### src/rtl/vga_sync_pkg.sv
package vga_sync_pkg;

  // Strobes from control to datapath
  typedef struct packed {
    logic pixAdv;     // step the pixel position
    logic lineWrap;   // pixel position wraps; step the line
    logic frameWrap;  // line position wraps as well
  } syncStb_t;

endpackage

### src/rtl/vga_sync_ctrl.sv
module vga_sync_ctrl
  import vga_sync_pkg::*;
#(
  parameter int LINE_LEN    = 800,
  parameter int FRAME_LINES = 450,
  localparam int XW = $clog2(LINE_LEN + 1),
  localparam int YW = $clog2(FRAME_LINES + 1)
) (
  input  logic          pixEn,
  input  logic [XW-1:0] pixX,
  input  logic [YW-1:0] lineY,
  output syncStb_t      stb
);

  localparam logic [XW-1:0] X_LAST = XW'(LINE_LEN - 1);
  localparam logic [YW-1:0] Y_LAST = YW'(FRAME_LINES - 1);

  always_comb begin
    stb.pixAdv    = pixEn;
    stb.lineWrap  = pixEn && (pixX == X_LAST);
    stb.frameWrap = stb.lineWrap && (lineY == Y_LAST);
  end

endmodule

### src/rtl/vga_sync_dp.sv
module vga_sync_dp
  import vga_sync_pkg::*;
#(
  parameter int LINE_LEN    = 800,
  parameter int FRAME_LINES = 450,
  parameter int HS_START    = 16,
  parameter int HS_END      = 48,
  parameter int H_VIS_START = 0,
  parameter int H_VIS_LEN   = 640,
  parameter int VS_START    = 2,
  parameter int VS_END      = 4,
  parameter int V_VIS_START = 38,
  parameter int V_VIS_END   = 438,
  localparam int XW = $clog2(LINE_LEN + 1),
  localparam int YW = $clog2(FRAME_LINES + 1)
) (
  input  logic          clk,
  input  logic          rst,
  input  syncStb_t      stb,
  output logic [XW-1:0] pixX,
  output logic [YW-1:0] lineY,
  output logic          hSyncN,
  output logic          vSync,
  output logic          lineVisible,
  output logic          pixelVisible
);

  localparam logic [XW-1:0] HS_ON  = XW'(HS_START);
  localparam logic [XW-1:0] HS_OFF = XW'(HS_END);
  localparam logic [XW-1:0] HV_ON  = XW'(H_VIS_START);
  localparam logic [XW-1:0] HV_OFF = XW'(H_VIS_START + H_VIS_LEN);
  localparam logic [YW-1:0] VS_ON  = YW'(VS_START);
  localparam logic [YW-1:0] VS_OFF = YW'(VS_END);
  localparam logic [YW-1:0] VV_ON  = YW'(V_VIS_START);
  localparam logic [YW-1:0] VV_OFF = YW'(V_VIS_END);

  always_ff @(posedge clk) begin
    if (rst) begin
      pixX  <= '0;
      lineY <= '0;
    end else if (stb.pixAdv) begin
      if (stb.lineWrap) pixX <= '0;
      else              pixX <= pixX + 1'b1;
      if (stb.frameWrap)     lineY <= '0;
      else if (stb.lineWrap) lineY <= lineY + 1'b1;
    end
  end

  logic hInWin;

  // A window starting at column 0 needs no lower compare
  generate
    if (H_VIS_START == 0) begin : g_hwinZero
      assign hInWin = (pixX < HV_OFF);
    end else begin : g_hwinOfs
      assign hInWin = (pixX >= HV_ON) && (pixX < HV_OFF);
    end
  endgenerate

  always_comb begin
    hSyncN       = !((pixX >= HS_ON) && (pixX < HS_OFF));
    vSync        = (lineY >= VS_ON) && (lineY < VS_OFF);
    lineVisible  = (lineY >= VV_ON) && (lineY < VV_OFF);
    pixelVisible = lineVisible && hInWin;
  end

endmodule

### src/rtl/vga_sync_gen.sv
module vga_sync_gen
  import vga_sync_pkg::*;
#(
  parameter int LINE_LEN    = 800,
  parameter int FRAME_LINES = 450,
  parameter int HS_START    = 16,
  parameter int HS_END      = 48,
  parameter int H_VIS_START = 0,
  parameter int H_VIS_LEN   = 640,
  parameter int VS_START    = 2,
  parameter int VS_END      = 4,
  parameter int V_VIS_START = 38,
  parameter int V_VIS_END   = 438,
  localparam int XW = $clog2(LINE_LEN + 1),
  localparam int YW = $clog2(FRAME_LINES + 1)
) (
  input  logic          clk,
  input  logic          rst,
  input  logic          pixEn,
  output logic          hSyncN,
  output logic          vSync,
  output logic          lineVisible,
  output logic          pixelVisible,
  output logic          lineStart,
  output logic          frameStart,
  output logic [XW-1:0] pixX,
  output logic [YW-1:0] lineY
);

  syncStb_t stb;

  vga_sync_ctrl #(
    .LINE_LEN(LINE_LEN), .FRAME_LINES(FRAME_LINES)
  ) u_ctrl (
    .pixEn(pixEn), .pixX(pixX), .lineY(lineY), .stb(stb)
  );

  vga_sync_dp #(
    .LINE_LEN(LINE_LEN), .FRAME_LINES(FRAME_LINES),
    .HS_START(HS_START), .HS_END(HS_END),
    .H_VIS_START(H_VIS_START), .H_VIS_LEN(H_VIS_LEN),
    .VS_START(VS_START), .VS_END(VS_END),
    .V_VIS_START(V_VIS_START), .V_VIS_END(V_VIS_END)
  ) u_dp (
    .clk(clk), .rst(rst), .stb(stb),
    .pixX(pixX), .lineY(lineY),
    .hSyncN(hSyncN), .vSync(vSync),
    .lineVisible(lineVisible), .pixelVisible(pixelVisible)
  );

  assign lineStart  = stb.lineWrap;
  assign frameStart = stb.frameWrap;

endmodule

### config.mk
export PLATFORM = sky130hd
export DESIGN_NAME = vga_sync_gen
export DESIGN_NICKNAME = d
export VERILOG_FILES = /design/src/rtl/vga_sync_pkg.sv /design/src/rtl/vga_sync_ctrl.sv /design/src/rtl/vga_sync_dp.sv /design/src/rtl/vga_sync_gen.sv
export SDC_FILE = /design/constraint.sdc
export NUM_CORES = 1
export LEC_CHECK = 0
export BUFFER_PORTS_ARGS = -buffer_cell sky130_fd_sc_hd__buf_4
export CAP_MARGIN = 20
export CORE_ASPECT_RATIO = 0.75
export CORE_MARGIN = 2
export CORE_UTILIZATION = 55
export CTS_CLUSTER_SIZE = 16
export DETAILED_ROUTE_END_ITERATION = 10
export PLACE_DENSITY = 0.79
export SYNTH_ARGS = -nofsm -noshare
export SYNTH_HDL_FRONTEND = slang
export SYNTH_HIERARCHICAL = 1
export SYNTH_SLANG_ARGS = --single-unit
export TNS_END_PERCENT = 30
### constraint.sdc
create_clock -name clk -period 5.95 [get_ports clk]
set_input_delay 0.2975 -clock clk [delete_from_list [all_inputs] [get_ports clk]]
set_output_delay 0.2975 -clock clk [all_outputs]
set_load 0.005 [all_outputs]
# --- Word-level counts from Yosys, hierarchy flattened ---
# Index checks and enable logic that the tools add are counted.
word_totals:
  reg_bits: 19
  in_bits: 3
  out_inout_bits: 25
  word_cells: 25
op_classes:
  n_addsub: 2
  magnitude_cmp: 7
  eq_ne: 2
  n_mux: 3
  reduce_logical: 9
op_table:
  columns: ["cell", "count"]
  rows:
  - ["two-way mux 9 bit", 2]
  - ["adder 10 x 1 -> 10 bit, second input constant", 1]
  - ["== test 10 bit, second input constant", 1]
  - ["greater-or-equal comparator 10 x 5 -> 1 bit, second input constant", 1]
  - ["< comparator 10 bit, second input constant", 1]
  - ["< comparator 10 x 6 -> 1 bit, second input constant", 1]
  - ["two-way mux 10 bit", 1]
  - ["adder 9 x 1 -> 9 bit, second input constant", 1]
  - ["== test 9 bit, second input constant", 1]
  - ["greater-or-equal comparator 9 x 2 -> 1 bit, second input constant", 1]
  - ["greater-or-equal comparator 9 x 6 -> 1 bit, second input constant", 1]
  - ["< comparator 9 x 3 -> 1 bit, second input constant", 1]
  - ["< comparator 9 bit, second input constant", 1]
  - ["logical AND 1 bit", 6]
  - ["AND reduction 2 bit", 1]
  - ["nonzero test 2 bit", 1]
  - ["zero test 1 bit", 1]

# --- Logic depth before layout (Yosys ltp) ---
# Gate-level depths: netlist of the first run.
depth:
  depth_word: 5
  ltp_mapped: 7
  depth_no_buf: 6

# --- Cells and area by module ---
# Netlist of the first run, hierarchy kept.
by_module_without_submodules:
  columns: ["mod", "instances", "cells_each", "area_each_um2", "seq_area_each_um2"]
  rows:
  - ["vga_sync_dp", 1, 118, 1006.0, 380.4]
  - ["vga_sync_ctrl", 1, 9, 81.3, 0.0]

# --- Worst setup path before layout of the first run ---
# Ideal clock, no wire load.
synth_timing:
  kind: "register to register"
  start: "register u_dp.pixX[3]"
  end: "register u_dp.lineY[6]"
  setup_ns: 0.070
  t_arrival_ns: 2.113
  required_time_ns: 5.880
  slack_ns: 3.767
  stages_incl_launch_ff: 8
  path_buffers: 1
  period_less_slack_ns: 2.183
  path_cell_list: "dfxtp_1 > nand4_1 > nor3_2 > and4_1 > o21ai_2 > buf_6 > or4_1 > a21oi_1"
synth_via:
  elab_chain_len: 5
  elab_cells_between_ends: 6
  cone_classes: "eq/ne: 1; mux: 1; reduce/logical: 4"
synth_lines:
  columns: ["element", "line", "rtl"]
  rows:
  - ["from (decl)", "vga_sync_dp.sv:20", "output logic [XW-1:0] pixX,"]
  - ["from (signal assigned)", "vga_sync_dp.sv:43", "else pixX <= pixX + 1'b1;"]
  - ["== test 10 bit *", "vga_sync_ctrl.sv:20", "stb.lineWrap = pixEn && (pixX == X_LAST);"]
  - ["logical AND 1 bit *", "vga_sync_ctrl.sv:20", null]
  - ["named net lineStart", "vga_sync_gen.sv:24", "output logic lineStart,"]
  - ["logical AND 1 bit *", "vga_sync_ctrl.sv:21", "stb.frameWrap = stb.lineWrap && (lineY == Y_LAST);"]
  - ["named net frameStart", "vga_sync_gen.sv:25", "output logic frameStart,"]
  - ["nonzero test 2 bit (no source line)", null, null]
  - ["AND reduction 2 bit (no source line)", null, null]
  - ["to (signal assigned)", "vga_sync_dp.sv:45", "else if (stb.lineWrap) lineY <= lineY + 1'b1;"]
  - ["to (decl)", "vga_sync_dp.sv:21", "output logic [YW-1:0] lineY,"]
# Mark *: on every way through the listed nets, which the timed path passes. The rest lies on a longest branch.
# A chain may end at the register's enable or synchronous reset.

# --- Worst setup path in the final report of the first run ---
layout_timing:
  start: "register u_dp.pixX[3]"
  end: "register u_dp.lineY[8]"
layout_via:
  elab_chain_len: 5
  elab_cells_between_ends: 6
  cone_classes: "eq/ne: 1; mux: 1; reduce/logical: 4"
layout_lines:
  columns: ["element", "line"]
  rows:
  - ["== test 10 bit *", "vga_sync_ctrl.sv:20"]
  - ["logical AND 1 bit *", "vga_sync_ctrl.sv:20"]
  - ["logical AND 1 bit", "vga_sync_ctrl.sv:21"]
  - ["nonzero test 2 bit (no source line)", null]
  - ["AND reduction 2 bit (no source line)", null]
# Every way passes the cells marked *; elsewhere a longest branch is shown, timed or not.

==> results.txt, run 1 <==
The die is 42.5 um tall. The tightest slew margin relative to the limit came out at 46.4%. The final period demand of the worst path came out at 2.34 ns. The CTS H-tree depth came out at 1.

The met1 global-route usage came out at 33.1%. Setup repair after global routing left no endpoint under its margin. Derived from the worst setup path, the maximum achievable clock frequency is 0.427 GHz. Buffers inserted during clock tree synthesis total 3. The type of element launching the critical path is a flop. The endpoint arrival time on the critical path is 2.58 ns. The met3 track demand over resource came out at 5.86%. Clock tree synthesis selected as its root buffer the cell sky130_fd_sc_hd__clkbuf_4. The path category of the worst min-delay check is primary input to flop. The cell depth of the worst hold path is 2.

The detailed router finished its first iteration with 60 violations. OpenSTA, run right after detailed placement, puts the worst setup slack at 3.63 ns. The width of the chip is 55.3 um.

After synthesis, the most frequently instantiated cells are sky130_fd_sc_hd__dfxtp_1 (19), sky130_fd_sc_hd__a21oi_1 (13), sky130_fd_sc_hd__nor2_1 (10). The worst register-to-register path ends at u_dp/lineY[8]. The share of final-layout standard cells stronger than drive strength 1 came out at 22.9%. Entering global routing, the biggest net connects 14 pins.

The part of the total power dissipated in combinational logic came out at 5.9%. The endpoint of the most critical setup path is u_dp/lineY[8]. The via count of the first global-routing pass is 836.

The mux cell area share after synthesis came out at 1.84%. The overall routed net length came out at 2500 um. The number of cells in the finished layout apart from fillers came out at 175. The die covers 2350 um2. The congestion estimate from routability-driven global placement came to 0.892. In this run the biggest area consumer among cell types represents 35.0% of the synthesized area. The area of the core is 1790 um2. Adding up every negative setup slack in the final design gives 0 ns.

The final number of hold-violating endpoints is 0. Sequential cells burn 62.1% of the power. The leakage power figure is 0.532 nW. The most area-hungry cell type in the Yosys netlist is sky130_fd_sc_hd__dfxtp_1. The latest clock arrival within the worst-skew pair is 0.30 ns.

In the global route stage, met2 resource usage came out at 29.5%. The run finished with clean final reports. The max-capacitance violation count is 0. The hold buffer count at CTS came out at 0. The mean cell area of the mapped netlist came out at 8.56 um2. Counting flops and latches in the post-synthesis netlist gives 19.

The maximum clock skew at final layout came out at 0.00288 ns. The transition time at the pin with the least slew margin is 0.783 ns. The initial antenna violation count came to 0. The number of setup violations in the final report is 0. The global routing's busiest layer is met1. Net switching is 24.1% of the power. The clock group share of total power is 32.0%. The total track usage came out at 21.7%.

0 antenna diodes ended up in the layout. Counting every net in the synthesized netlist gives 134. The count of port buffers added during placement is 27. The first global-routing pass estimated 4070 um of wire.

The worst-case IR drop observed on VDD is 0.000159 V. The synthesized netlist occupies a cell area of 1090 um2. The sequential share of the synthesized area came out at 35.0%.

The worst register-to-register path has a setup slack of 3.61 ns. The number of resized instances in the post-cts repair step came out at 0. The number of synthesis warnings is 6. The CTS tree is done.

The overall overflow remaining after global route came out at 0. The number of enable-type register cells in the synthesized netlist is 0. The detailed placer's ending HPWL is 1780 um. The power density normalized to cell area is 162 nW/um2. For this run, design rule violations remaining after detail routing come to 0. The number of unique standard cell types used by synthesis came out at 39.

Of the total synthesized cell area, the portion taken by AND, OR, NAND and NOR gates is 27.6%. The final number of max-transition violations came out at 0. The number of instances in the synthesized netlist is 127. STA classifies the critical path endpoint as a flop. The startpoint of the most critical setup path is u_dp/pixX[3].

The total design power came out at 211 uW. Final hold analysis gives a worst-case slack of 0.182 ns. The highest fanout seen on the critical path is 13. After layout, the worst setup slack is 3.61 ns. The fraction of the mapped netlist area in adder cells is 4.60%. After synthesis, the largest family of logic cells by area is simple AND/OR/NAND/NOR gates. The final period utilization came out at 39.3%. The post-placement cell count is 171. The required time of the critical path is 6.19 ns.

For the worst flop-to-flop path, the logic depth is 6. The parity-gate share of the synthesized area counting xor and xnor cells came out at 4.83%. Ranked by total cell area, the synthesized netlist is headed by sky130_fd_sc_hd__dfxtp_1 (35%), sky130_fd_sc_hd__a21oi_1 (6.0%), sky130_fd_sc_hd__ha_1 (4.6%). By instance count, the leading cell after synthesis is sky130_fd_sc_hd__dfxtp_1. The via count of the routed design came out at 1,081. The average wire per standard cell came out at 14.3 um.

The first detailed-routing pass ran for 4 iterations. The switching power came out at 50.8 uW. The initial utilization of the core area, before any placement, comes to 60.8%. The internal power of the cells totals 160 uW. The startpoint identified for the worst register-to-register timing path is u_dp/pixX[3]. In the synthesized netlist the async set-or-reset flop fraction comes to 0%.

The antenna violation net count after detailed routing is 0. The top-level I/O count came out at 28. The layout net count came out at 161. The mean number of vias per cell came out at 6.18.

Counting every sink on the clock net gives 19. The area added between synthesis and finish is 19.8%. Among all flip-flop cells after synthesis, the most frequent one is sky130_fd_sc_hd__dfxtp_1. The number of buffers inserted by post-CTS setup repair came out at 0. The clock-pin slew reported for the worst setup and hold paths after clock tree synthesis came out at 0.11 ns.

Summing the areas of all compound-gate instances in the mapped netlist gives 20.3% of the synthesized area. The deepest clock path buffer count came out at 2. The row count came out at 13. The worst setup path is of the flop to flop kind.
metrics by stage:
stage                     util (%)  cell area [um2]
final                         72.8             1300
after global routing          72.8             1300
after CTS                     72.8             1300
after detailed placement      71.3             1280
after global placement        71.3             1280
after floorplan                  -             1090
metal layers:
metal	vias to the layer above	wire length [um]
met3	5	244
met2	55	1030
met5	-	0
li1	536	-
met1	485	1200
met4	0	22
worst min-delay path by stage:
stage,from,slack [ns],endpoint
finish,rst,0.18,u_dp/lineY[2]
floorplan,rst,0.37,u_dp/lineY[2]
global placement,rst,0.49,u_dp/lineY[2]
global route,rst,0.17,u_dp/lineY[2]
CTS,rst,0.17,u_dp/lineY[2]
detailed placement,rst,0.50,u_dp/lineY[2]
flip-flops by register name, summed over array words and instances, names as in the netlist:
| signal | count |
|---|---|
| u_dp/lineY | 9 |
| u_dp/pixX | 10 |
cell families after synthesis:
logic type                 after synthesis
muxes                                    2
and+or+nand+nor                         50
adders and majority gates                4
buffers and inverters                   11
AOI/OAI and AO/OA                       35
xor gates and xnor gates                 6
DFF                                     19
power groups by stage:
stage	clock network (mW)	logic [mW]	registers, mW
after floorplan	0	0.00820	0.134
after global placement	0	0.0117	0.134
after detailed placement	0	0.0126	0.134
after CTS	0.0688	0.0127	0.131
after global routing	0.0739	0.0142	0.132
final	0.0675	0.0126	0.131
cells in the final DEF, fill, tap and decap left out, drive strengths merged:
master	instances
o21ai	8
nor4	4
or3	5
xnor2	2
buf	27
ha	4
nor3	2
nand2b	2
a211o	1
or4	4
nor2	10
a2111oi	1
inv	6
mux2i	2
nand4bb	1
o21a	1
a21oi	13
nand3	4
a311oi	1
nand4b	1
nand3b	1
a31oi	1
or4b	1
dfxtp	19
nand4	6
o41ai	1
a32oi	1
o311ai	1
and4	1
a21o	1
xor2	4
clkbuf	4
nand2	8
o31ai	4
a211oi	1
worst max-delay path, stage by stage, from the launching register on:
cell and delay [ns]:
sky130_fd_sc_hd__dfxtp_1 0.46, sky130_fd_sc_hd__nand4_1 0.14, sky130_fd_sc_hd__nor3_2 0.43, sky130_fd_sc_hd__and4_1 0.40, sky130_fd_sc_hd__o21ai_2 0.18, sky130_fd_sc_hd__or4_1 0.53
sky130_fd_sc_hd__a21oi_1 0.15
cell type report:
cell class	count	area (um2)
clock buffer	4	26.3
fill	137	487
inverter	6	22.5
multi-input combinational	97	643
sequential	19	380
tap	22	27.5
timing repair buffer	27	203
No activity file was read; power rests on OpenSTA's default activity.
==> inputs of run 2 (changes only) <==
CORE_UTILIZATION = 51   (was 55)
PLACE_DENSITY = 0.74   (was 0.79)
clock period = 2.3 ns   (was 5.95 ns; I/O delays follow)
==> results.txt, run 2 (synthesized netlist as in run 1, its figures left out) <==
The congestion estimate from routability-driven global placement came to 0.884. Setup violations remaining at the end of the flow were counted as 0. The TritonCTS sink count came out at 19. In the final layout, the registers with the most flip-flops are u_dp/pixX (10), u_dp/lineY (9). Clock tree synthesis selected as its root buffer the cell sky130_fd_sc_hd__clkbuf_4. The class of the most critical setup path is flop to flop. The via count of the first global-routing pass came out at 925. The delay of the slowest cell on the worst path came out at 0.53 ns.

Dividing total power by cell area gives a power density of 405 nW/um2. The top-level I/O count came out at 28. The antenna violation net count after detailed routing came out at 0. STA classifies the critical path startpoint as a flop. In the final layout, flip-flops and latches occupy 380 um2. The deepest clock path buffer count came out at 2.

The peak ir drop on the vdd network is 0.000483 V. The initialized floorplan defines 14 standard-cell rows. The layout net count is 166. The post-route netlist has 24.7% of its cells at a drive strength greater than 1. In this run the worst path has a maximum fanout of 13.

Leaving out fill and tap cells, the most frequent cell in the layout is sky130_fd_sc_hd__buf_4. The detailed placer's ending HPWL came out at 1900 um. The average wire per standard cell is 14.4 um.

The number of diodes added for antenna fixing came out at 0. The latest clock arrival within the worst-skew pair is 0.30 ns. The highest attainable clock frequency is 0.479 GHz. The setup total negative slack came out at 0 ns. The register name with the most flops is u_dp/pixX. The number of gates resized after CTS was 0. The area of the multi-input gates came out at 643 um2. Across all layers, the routed design uses 1,098 vias. In this run the post-CTS setup repair buffer count came out at 0. The count of filler cells inserted in the layout is 183. The count of routing violations after the opening detailed-route iteration came out at 45.

The final number of max-transition violations was 0. At the pin with the least slew margin, the transition time is 0.667 ns. The maximum number of pins on one net before global-route repair is 14.

The clock-pin slew reported for the worst setup and hold paths after clock tree synthesis is 0.11 ns. The final number of hold-violating endpoints came to 0. The area added between synthesis and finish came out at 23.7%. The count of port buffers added during placement came out at 27. In the layout the commonest cells are sky130_fd_sc_hd__buf_4 (31), sky130_fd_sc_hd__dfxtp_1 (19), sky130_fd_sc_hd__a21oi_1 (13), sky130_fd_sc_hd__nor2_1 (10), sky130_fd_sc_hd__nand2_1 (8). The total track usage came out at 22.2%. Walking the worst path, the cells encountered are nand4_1, nor3_2, and4_1, o21ai_2, or4_1, a21oi_1. The first-pass iteration count of the detailed router is 4. The required time of the critical path is 2.53 ns. The max-capacitance violation count came out at 0. The total CTS buffers is 3. Using the TritonRoute via totals, the vias-per-cell ratio works out to 6.03. The width of the chip came out at 57.3 um.

The area of the die is 2520 um2. The standard cell area after detailed placement came out at 1310 um2. The first global-routing pass estimated 4280 um of wire.

The path class of the tightest hold or removal check is primary input to flop. The leakage power figure came out at 0.558 nW. The worst setup path is captured at a flop. After routing the design area is 1350 um2. The flow ran to the end, and the final reports show no timing, DRC or antenna violations. The final period utilization is 90.8%. The tightest slew margin relative to the limit came out at 54.4%. The starting density of the core is 54.0%.

The area of the core is 2010 um2. The height of the die came out at 44.0 um. The number of flip-flops in the largest register is 10. For the final database, setup skew stands at 0.00341 ns. Summed over all layers, the global routing overflow is 0. The overall routed net length is 2620 um. Among all stages on the critical path, the largest delay is contributed by sky130_fd_sc_hd__or4_1. The endpoint arrival time on the critical path is 2.32 ns. The initial antenna violation count came out at 0.

TritonCTS built the clock tree. The final period demand of the worst path is 2.09 ns. The CTS H-tree depth came out at 1. The total DRC errors in the routed layout is 0. Setup repair after global routing left no endpoint under its margin.
run 2: area by class of cell:
class / instances / area share, %
inverters: 6 / 1.67
repair buffers: 32 / 18.0
well taps: 24 / 2.23
multi-input cells: 97 / 47.8
flip-flops and latches: 19 / 28.3
clock buffers: 4 / 1.95
run 2: power breakdown:
part	total [mW]	internal, mW	switching, mW
Combinational	0.0336	0.0154	0.0182
Clock	0.172	0.0676	0.104
Sequential	0.339	0.333	0.00652
Total	0.545	0.416	0.129
run 2: worst paths after layout:
path	start	to	slack, ns	depth (start not counted)
setup / recovery	u_dp/pixX[8]	u_dp/lineY[8]	0.21	6
hold / removal	pixEn	u_dp/pixX[1]	0.17	3
hold reg to reg	u_dp/pixX[6]	u_dp/pixX[6]	0.56	2
setup reg to reg	u_dp/pixX[8]	u_dp/lineY[8]	0.21	6
run 2: worst max-delay path: cells and delay by family (launching register included):
family | cells | cell delay [ns]
AOI/OAI and AO/OA | 2 | 0.33
and+or+nand+nor | 4 | 1.23
DFF | 1 | 0.46
run 2: timing repair:
action	CTS	global route
endpoints found under the hold margin	2	0
endpoints found under the setup margin	0	0
hold buffers	1	0
run 2: routing by layer:
metal,up-vias,GRT usage [%],share of wire (%)
met5,-,0,0
met4,0,4.19,0.88
met3,4,7.16,6.5
met2,40,32.6,44
met1,515,32.1,49
li1,539,-,-
run 2: through the flow:
stage / hold WS (ns) / std cells / setup WS (ns) / power (mW) / utilization [%]
after global placement: 0.314 / 177 / 0.344 / 0.377 / 65.0
after global routing: 0.177 / 182 / 0.0169 / 0.567 / 66.8
after CTS: 0.168 / 182 / 0.234 / 0.550 / 66.8
after floorplan: 0.184 / 127 / 0.117 / 0.367 / -
final: 0.172 / 182 / 0.211 / 0.545 / 66.8
after detailed placement: 0.316 / 177 / 0.271 / 0.379 / 65.0
